==> config.mk <==
export PLATFORM = sky130hd
export DESIGN_NAME = packed_addsub
export DESIGN_NICKNAME = d
export VERILOG_FILES = /design/src/rtl/paddsub_pkg.sv /design/src/rtl/paddsub_seg.sv /design/src/rtl/paddsub_chain.sv /design/src/rtl/paddsub_sat.sv /design/src/rtl/packed_addsub.sv
export SDC_FILE = /design/constraint.sdc
export NUM_CORES = 1
export LEC_CHECK = 0
export ABC_AREA = 1
export BUFFER_PORTS_ARGS = -buffer_cell sky130_fd_sc_hd__buf_2
export CAP_MARGIN = 10
export CORE_ASPECT_RATIO = 0.9
export CORE_UTILIZATION = 40
export CTS_BUF_LIST = sky130_fd_sc_hd__clkbuf_8
export DETAILED_ROUTE_END_ITERATION = 7
export PLACE_DENSITY = 0.71
export SLEW_MARGIN = 15
export SYNTH_ARGS = -nofsm -noshare
export SYNTH_HDL_FRONTEND = slang
export SYNTH_HIERARCHICAL = 1
export SYNTH_SLANG_ARGS = --single-unit
==> constraint.sdc <==
create_clock -name clk -period 10.9 [get_ports clk]
set_input_delay 0 -clock clk [delete_from_list [all_inputs] [get_ports clk]]
set_output_delay 0 -clock clk [all_outputs]
set_load 0.02 [all_outputs]
==> src/rtl/paddsub_pkg.sv <==
package paddsub_pkg;

  typedef enum logic [1:0] {
    ESZ_B8  = 2'd0,
    ESZ_B16 = 2'd1,
    ESZ_B32 = 2'd2,
    ESZ_B64 = 2'd3
  } elem_size_e;

  // Opcode layout: {signed, saturate, subtract, size}
  typedef struct packed {
    logic       sgn;
    logic       sat;
    logic       sub;
    elem_size_e size;
  } paddsub_op_t;

endpackage

==> src/rtl/paddsub_seg.sv <==
// Marks, per byte slice, whether it is the lowest or highest byte of its element.
module paddsub_seg
  import paddsub_pkg::*;
#(
  parameter int NB = 8
) (
  input  elem_size_e    size,
  output logic [NB-1:0] lo,
  output logic [NB-1:0] hi
);
  for (genvar i = 0; i < NB; i++) begin : g_mark
    logic [31:0] span_m;
    assign span_m = (32'd1 << int'(size)) - 32'd1;
    assign lo[i]  = ((32'(i) & span_m) == 32'd0);
    assign hi[i]  = ((32'(i) & span_m) == span_m);
  end
endmodule

==> src/rtl/paddsub_chain.sv <==
// Byte-slice ripple with carry cut at element starts.
module paddsub_chain #(
  parameter int NB = 8,
  parameter int BW = 8,
  localparam int W = NB * BW
) (
  input  logic [W-1:0]  a,
  input  logic [W-1:0]  b,
  input  logic          sub,
  input  logic [NB-1:0] lo,
  output logic [W-1:0]  sum,
  output logic [NB-1:0] cout,
  output logic [NB-1:0] sovf
);
  for (genvar i = 0; i < NB; i++) begin : g_byte
    logic          cin;
    logic [BW-1:0] bx;
    logic [BW:0]   s;
    if (i == 0) begin : g_lsb
      assign cin = lo[0] ? sub : 1'b0;
    end else begin : g_up
      assign cin = lo[i] ? sub : g_byte[i-1].s[BW];
    end
    assign bx = sub ? ~b[i*BW +: BW] : b[i*BW +: BW];
    assign s  = {1'b0, a[i*BW +: BW]} + {1'b0, bx} + {{BW{1'b0}}, cin};
    assign sum[i*BW +: BW] = s[BW-1:0];
    assign cout[i] = s[BW];
    assign sovf[i] = (a[i*BW+BW-1] == bx[BW-1]) && (s[BW-1] != a[i*BW+BW-1]);
  end
endmodule

==> src/rtl/paddsub_sat.sv <==
// Broadcasts each element's overflow and sign downward and applies clamping.
module paddsub_sat #(
  parameter int NB = 8,
  parameter int BW = 8,
  localparam int W = NB * BW
) (
  input  logic [W-1:0]  sum,
  input  logic [NB-1:0] hi,
  input  logic [NB-1:0] fraw,
  input  logic [NB-1:0] amsb,
  input  logic          sat,
  input  logic          sgn,
  input  logic          sub,
  output logic [W-1:0]  res
);
  for (genvar i = NB - 1; i >= 0; i--) begin : g_sl
    logic          hit;
    logic          neg;
    logic [BW-1:0] fill;
    if (i == NB - 1) begin : g_top
      assign hit = hi[i] ? fraw[i] : 1'b0;
      assign neg = hi[i] ? amsb[i] : 1'b0;
    end else begin : g_dn
      assign hit = hi[i] ? fraw[i] : g_sl[i+1].hit;
      assign neg = hi[i] ? amsb[i] : g_sl[i+1].neg;
    end
    always_comb begin
      if (sgn) begin
        if (hi[i]) fill = {neg, {(BW-1){~neg}}};
        else       fill = {BW{~neg}};
      end else begin
        fill = {BW{~sub}};
      end
    end
    assign res[i*BW +: BW] = (sat && hit) ? fill : sum[i*BW +: BW];
  end
endmodule

==> src/rtl/packed_addsub.sv <==
module packed_addsub
  import paddsub_pkg::*;
#(
  parameter int DATA_W = 64,
  parameter int BYTE_W = 8,
  localparam int NB = DATA_W / BYTE_W
) (
  input  logic              clk,
  input  logic              rst,
  input  logic              in_valid,
  input  logic [DATA_W-1:0] in_a,
  input  logic [DATA_W-1:0] in_b,
  input  logic [4:0]        in_op,
  output logic              out_valid,
  output logic [DATA_W-1:0] out_result,
  output logic [NB-1:0]     out_flag
);
  paddsub_op_t op;
  assign op = paddsub_op_t'(in_op);

  logic [NB-1:0]     lo, hi, cout, sovf, fraw, amsb;
  logic [DATA_W-1:0] sum, res;
  elem_size_e        r_size;

  paddsub_seg #(.NB(NB)) u_seg (.size(op.size), .lo(lo), .hi(hi));

  paddsub_chain #(.NB(NB), .BW(BYTE_W)) u_chain (
    .a(in_a), .b(in_b), .sub(op.sub), .lo(lo),
    .sum(sum), .cout(cout), .sovf(sovf)
  );

  for (genvar i = 0; i < NB; i++) begin : g_flag
    assign fraw[i] = op.sgn ? sovf[i] : (cout[i] ^ op.sub);
    assign amsb[i] = in_a[i*BYTE_W + BYTE_W - 1];
  end

  paddsub_sat #(.NB(NB), .BW(BYTE_W)) u_sat (
    .sum(sum), .hi(hi), .fraw(fraw), .amsb(amsb),
    .sat(op.sat), .sgn(op.sgn), .sub(op.sub), .res(res)
  );

  always_ff @(posedge clk) begin
    if (rst) begin
      out_valid  <= 1'b0;
      out_result <= '0;
      out_flag   <= '0;
      r_size     <= ESZ_B8;
    end else begin
      out_valid <= in_valid;
      if (in_valid) begin
        out_result <= res;
        out_flag   <= hi & fraw;
        r_size     <= op.size;
      end
    end
  end

  // strobe latency of exactly one cycle
  assert_valid_rise_R8: assert property (@(posedge clk) disable iff (rst)
    in_valid |=> out_valid);
  assert_valid_fall_R8: assert property (@(posedge clk) disable iff (rst)
    !in_valid |=> !out_valid);

  // reset clears outputs
  assert_reset_clear_R9: assert property (@(posedge clk)
    rst |=> (!out_valid && out_flag == '0 && out_result == '0));

  // single full-width element only flags its top byte
  assert_flag_top_R7: assert property (@(posedge clk) disable iff (rst)
    (out_valid && r_size == ESZ_B64) |-> (out_flag[NB-2:0] == '0));

  // top byte in 8-bit wrap-add equals its own byte sum, no carry from below
  assert_no_carry_in_R2: assert property (@(posedge clk) disable iff (rst)
    (in_valid && in_op == 5'b00000) |=>
      (out_result[DATA_W-1 -: BYTE_W] ==
       BYTE_W'($past(in_a[DATA_W-1 -: BYTE_W]) + $past(in_b[DATA_W-1 -: BYTE_W]))));

  // unsigned saturating full-width add never drops below a
  assert_usat_floor_R5: assert property (@(posedge clk) disable iff (rst)
    (in_valid && in_op == 5'b01011) |=> (out_result >= $past(in_a)));

endmodule

==> results of run 1 <==
[cell type report]
cell class	count	area, sq um	area share, %
Multi-Input combinational cell	959	5760	59.0
Sequential cell	73	1460	15.0
Timing Repair Buffer	254	1400	14.4
Inverter	160	614	6.29
Tap cell	250	313	3.20
Clock buffer	12	165	1.69
Clock inverter	4	50.0	0.512
Antenna cell	1	2.50	0.0256
[layout by cell type (no fill, tap or decap), drive strengths merged, types with 46 or more instances in the layout]
cell	count
a21oi	46
o21ai	118
ha	57
nor2	174
xor2	75
dfxtp	73
inv	159
nand3	64
nand2	328
buf	253
[cell families after synthesis]
| kind of cell | synth area share (%) |
|---|---|
| other cells | 0.0465 |
| simple gates | 32.6 |
| flops | 18.1 |
| buf+inv | 11.9 |
| compound gates | 13.4 |
| fa+ha+maj | 12.8 |
| xor+xnor | 11.1 |
[worst register-to-register path, stage by stage, from the launching register on]
cell	delay, ns
dfxtp_1	0.33
o21ai_0	0.19
nor2_1	0.06
[flip-flops by register name, indices dropped and copies added, names as in the netlist]
signal / count
out_result: 64
out_flag: 8
out_valid: 1
[per-layer routing]
| layer | global-route usage, % | vias up |
|---|---|---|
| met5 | 0 | - |
| met4 | 6.33 | 0 |
| met3 | 4.60 | 27 |
| met2 | 37.5 | 220 |
| met1 | 28.3 | 3615 |
| li1 | - | 4296 |
[power by group]
group	internal [W]	switching, W	total [W]
sequential	0.000297	0.0000142	0.000312
clock	0.000125	0.000111	0.000236
combinational	0.000271	0.000391	0.000662
[timing repair]
| action | CTS | global route |
|---|---|---|
| resized for setup | 0 | 26 |
| setup endpoints to repair | 0 | 64 |
| setup buffers | 0 | 8 |
| hold buffers | 1 | 0 |
| endpoints found under the hold margin | 1 | 0 |
[worst max path at each step]
| stage | start | end | slack, ns | cells past startpoint |
|---|---|---|---|---|
| 4_1_cts | in_op[2] | out_result[0] | 0.20 | 69 |
| 3_5_place_dp | in_op[2] | out_result[0] | -0.18 | 69 |
| 6_report | in_op[2] | out_result[3] | 0.68 | 69 |
| 5_1_grt | in_op[2] | out_result[11] | -0.03 | 67 |
| 2_1_floorplan | in_op[2] | out_result[0] | 0.004 | 71 |
| 3_3_place_gp | in_op[2] | out_result[1] | 0.08 | 69 |
[metrics by stage]
stage          instances  util, %
2_1_floorplan       1236        -
3_5_place_dp        1687     48.3
6_report            1713     50.2
5_1_grt             1713     50.2
4_1_cts             1704     49.4
3_3_place_gp        1687     48.3
==> flow_metrics.tcl, run 1 <==
set metrics [dict create \
    clk_latency_ns 0.37 \
    syn_avg_cell_area_sq_um 6.52 \
    place_ws_ns -0.180 \
    yosysWarnings 6 \
    vias_per_cell 4.76 \
    wl_per_cell_um 13.3 \
    cts.sinks 73 \
    wl_met2_um 10400 \
    timing_hold_violations_final 0 \
    critical_path_class "in -> reg" \
    core-area_sq_mm 0.0195 \
    numCtsBuffers 9 \
    max-cap-violations 0 \
    relSlewSlack_pct 44.8 \
    cts.path.max_buffers 2 \
    cp_slowest_cell "fa_2" \
    ys_ff_latch 73 \
    dr_wl_met3_um 1460 \
    grt-ovfl-total 0 \
    cts_tree "yes" \
    fp.dieW_um 152 \
    yosysMostFrequentCell "nand2_1" \
    ant_nets 0 \
    grt_pass1_vias 7559 \
    io_pins 209 \
    syn-num-nets 1445 \
    leakage_nw 5.50 \
    nets 1666 \
    place.gp.congestion 0.901 \
    final_area_sq_mm 0.00977 \
    ir_worst_vdd_mv 0.0771 \
    synth_edf_count 0 \
    top_layer_used "met4" \
    drt_iter0_markers 398 \
    r2r_end "out_result[23]" \
    antenna_found_initial 2 \
    status "finished, final reports clean" \
    netlist_area_sq_mm 0.00806 \
    synthDistinctLibCells 50 \
    p_per_area_mw_per_mm2 124 \
    async_flop_share_pct 0 \
    synth_common_cells "nand2_1 (302), nor2_1 (157), inv_1 (150)" \
    tns_ns 0 \
    grt_max_degree 82 \
    port_buffers 208 \
    synth_top_area_share_pct 18.1 \
    syn2layout_area_growth_pct 21.2 \
    fmax_mhz 97.8 \
    postPlaceCellArea_sq_mm 0.00939 \
    wirelength_um 22800 \
    p_total_w 0.00121 \
    synth_cells 1236 \
    reg2regPathDepth 2 \
    drc 0 \
    cp.arrival_ns 10.49 \
    worstMarginPinSlew_ns 0.829 \
    report.final.setup_viol 0 \
    synth_ff_type "dfxtp_1" \
    nFillCells 2002 \
    wl_met1_um 10500 \
    required_ns 11.17 \
    finalMaxSlewViolations 0 \
    endpoint_kind "flip-flop" \
    start_util_pct 41.4 \
    period_share_pct 93.8 \
    via_count 8158 \
    cpMostUsedCell "nand2_1" \
    timing.hold.ws_ns 0.0896 \
    hold_depth 4 \
    drive_above_1_share_pct 26.7 \
    die_h_um 137 \
    grt_pass1_wl_um 36200 \
    start_kind "primary input" \
    die-area_sq_mm 0.0207 \
    max_stage_delay_ns 0.41 \
    min_path_type "in -> reg" \
    path_delay_family "adder cells" \
    regToRegSetupSlack_ns 10.22 \
    setup_slack_ns 0.679 \
    timing.rr.start "out_result[23]" \
    post-route-min-period_ns 10.22 \
    first_pass_iters 4 \
    hold_start "in_op[0]" \
    grt_usage_pct 22.2 \
    clk_pin_slew_ns 0.08 \
    path_max_fanout 7 \
    whs_endpoint "out_flag[3]" \
    clock-root-buffer "clkbuf_8" \
    synth_area_leader_cell "dfxtp_1" \
    path_buf_inv 2 \
    rows 48 \
    ys_seq_area_share_pct 18.1 \
    synth_area_leaders "dfxtp_1 (18%), nand2_1 (14%), ha_1 (8.8%)" \
    h-tree-depth 3 \
    clock-skew-final_ns 0 \
    hpwlAfterDp_um 17500 \
]
(Power assumes the default switching activity.)
==> run 2: changes to the inputs <==
- CORE_MARGIN: unset -> 3
- PLACE_DENSITY: 0.71 -> 0.66
==> run 2 against run 1 <==
Fmax is 0.56% higher; final cell count hardly changed; first-iteration DRC count is 11% lower; die area is 5.6% higher; non-clock buffer count stayed put; setup slack better by 0.057 ns; cell area is 0.36% higher; clock skew stayed put; total power is 3.6% higher; wire length is 2.9% higher; clock power is 18% higher.
==> flow_metrics.tcl, run 2 (synthesis results as in run 1) <==
set metrics [dict create \
    h-tree-depth 3 \
    core-area_sq_mm 0.0195 \
    intPower_w 0.000723 \
    fmax_mhz 98.4 \
    first_pass_iters 5 \
    endpoint_kind "flip-flop" \
    seq_area_sq_mm 0.00146 \
    p_seq_share_pct 24.8 \
    grt-ovfl-total 0 \
    path_max_fanout 8 \
    clock-root-buffer "clkbuf_8" \
    die_h_um 141 \
    clk_pin_slew_ns 0.09 \
    place.gp.congestion 0.897 \
    leakage_nw 5.50 \
    fp.dieW_um 156 \
    clock-skew-final_ns 0 \
    wl_per_cell_um 13.7 \
    post-route-min-period_ns 10.16 \
    swShare_pct 42.4 \
    clk_latency_ns 0.36 \
    ant_nets 0 \
    cpMostUsedCell "fa_2" \
    status "finished, final reports clean" \
    max-cap-violations 0 \
    via_count 8184 \
    p_total_w 0.00125 \
    rows 48 \
    clkPwrFrac_pct 22.2 \
    multiInputGateArea_sq_mm 0.00576 \
    grt_usage_pct 21.1 \
    largest_register_ffs 64 \
    cp.arrival_ns 10.42 \
    start_kind "primary input" \
    grt_pass1_wl_um 38000 \
    period_share_pct 93.3 \
    setup_slack_ns 0.736 \
    cp_slowest_cell "fa_2" \
    critical_path_class "in -> reg" \
    required_ns 11.16 \
    finalMaxSlewViolations 0 \
    vias_per_cell 4.78 \
    report.final.setup_viol 0 \
    largest_register "out_result" \
    n_antenna_cell 0 \
    cts.path.max_buffers 2 \
    io_pins 209 \
    die-area_sq_mm 0.0219 \
    ir_worst_vdd_mv 0.0778 \
    drt_iter0_markers 355 \
    drive_above_1_share_pct 26.6 \
    hpwlAfterDp_um 18100 \
    start_util_pct 41.4 \
    tns_ns 0 \
    worstMarginPinSlew_ns 0.936 \
    syn2layout_area_growth_pct 21.6 \
    numCtsBuffers 9 \
    path_delay_family "adder cells" \
    place_ws_ns -0.231 \
    nets 1666 \
    cts.sinks 73 \
    path_buf_inv 2 \
    drc 0 \
    relSlewSlack_pct 37.6 \
    p_per_area_mw_per_mm2 128 \
    min_path_type "in -> reg" \
    grt_max_degree 82 \
    wirelength_um 23400 \
    largest_registers "out_result (64), out_flag (8), out_valid (1)" \
    cts_tree "yes" \
    nFillCells 2039 \
    max_stage_delay_ns 0.38 \
    grt_pass1_vias 7914 \
    final_cell_mix "nand2_1 (297), buf_2 (207), nor2_1 (155), inv_1 (150), o21ai_0 (99)" \
    antenna_found_initial 4 \
    port_buffers 208 \
    combPwrFrac_pct 53.0 \
    switching_power_w 0.000531 \
    timing_hold_violations_final 0 \
    final_common_cell "nand2_1" \
]
-- run 2: per-layer routing --
metal  share of wire, %  GRT usage, %  wire, um
met5               0.15             0        34
met4                1.3          3.87       298
met3                6.2          4.88      1460
met2                 46          36.1     10800
met1                 46          27.3     10800
-- run 2: timing repair --
| item | in CTS | in global routing |
|---|---|---|
| setup endpoints to repair | 0 | 64 |
| hold buffers | 1 | 0 |
| buffers inserted | 0 | 5 |
| hold endpoints to repair | 1 | 0 |
| resized for setup | 0 | 25 |
-- run 2: through the flow --
| stage | hold WS [ns] | cell area, sq um | std cells | util [%] |
|---|---|---|---|---|
| floorplan | 0.0724 | 8090 | 1236 | - |
| global placement | 0.186 | 9410 | 1690 | 48.4 |
| detailed placement | 0.188 | 9410 | 1690 | 48.4 |
| CTS | 0.0707 | 9670 | 1707 | 49.7 |
| global route | 0.144 | 9810 | 1712 | 50.4 |
| finish | 0.0888 | 9810 | 1712 | 50.4 |
-- run 2: path summary, 6_finish.rpt --
check	from	to	slack [ns]	cells after the start
max	in_op[2]	out_result[9]	0.74	67
max reg2reg	out_flag[7]	out_flag[7]	10.17	2
min reg2reg	out_result[27]	out_result[27]	0.49	2
min	in_op[0]	out_flag[3]	0.09	4
-- run 2: layout make-up --
cell class / instances / area share [%]
flip-flops and latches: 73 / 14.9
multi-input cells: 959 / 58.8
well taps: 250 / 3.19
clock inverters: 7 / 1.28
clock buffers: 9 / 1.26
inverters: 160 / 6.25
repair buffers: 254 / 14.4
-- run 2: power groups by stage --
stage / clock network [W] / logic [W] / registers [W]
final: 0.000278 / 0.000664 / 0.000311
after global routing: 0.000294 / 0.000754 / 0.000315
after CTS: 0.000286 / 0.000651 / 0.000312
after detailed placement: 0 / 0.000647 / 0.000317
after global placement: 0 / 0.000640 / 0.000317
after floorplan: 0 / 0.000432 / 0.000354
-- run 2: worst min-delay path: stages --
cell and delay [ns]:
buf_2 0.12, nand2_1 0.12, nand3_1 0.11, a21oi_1 0.06
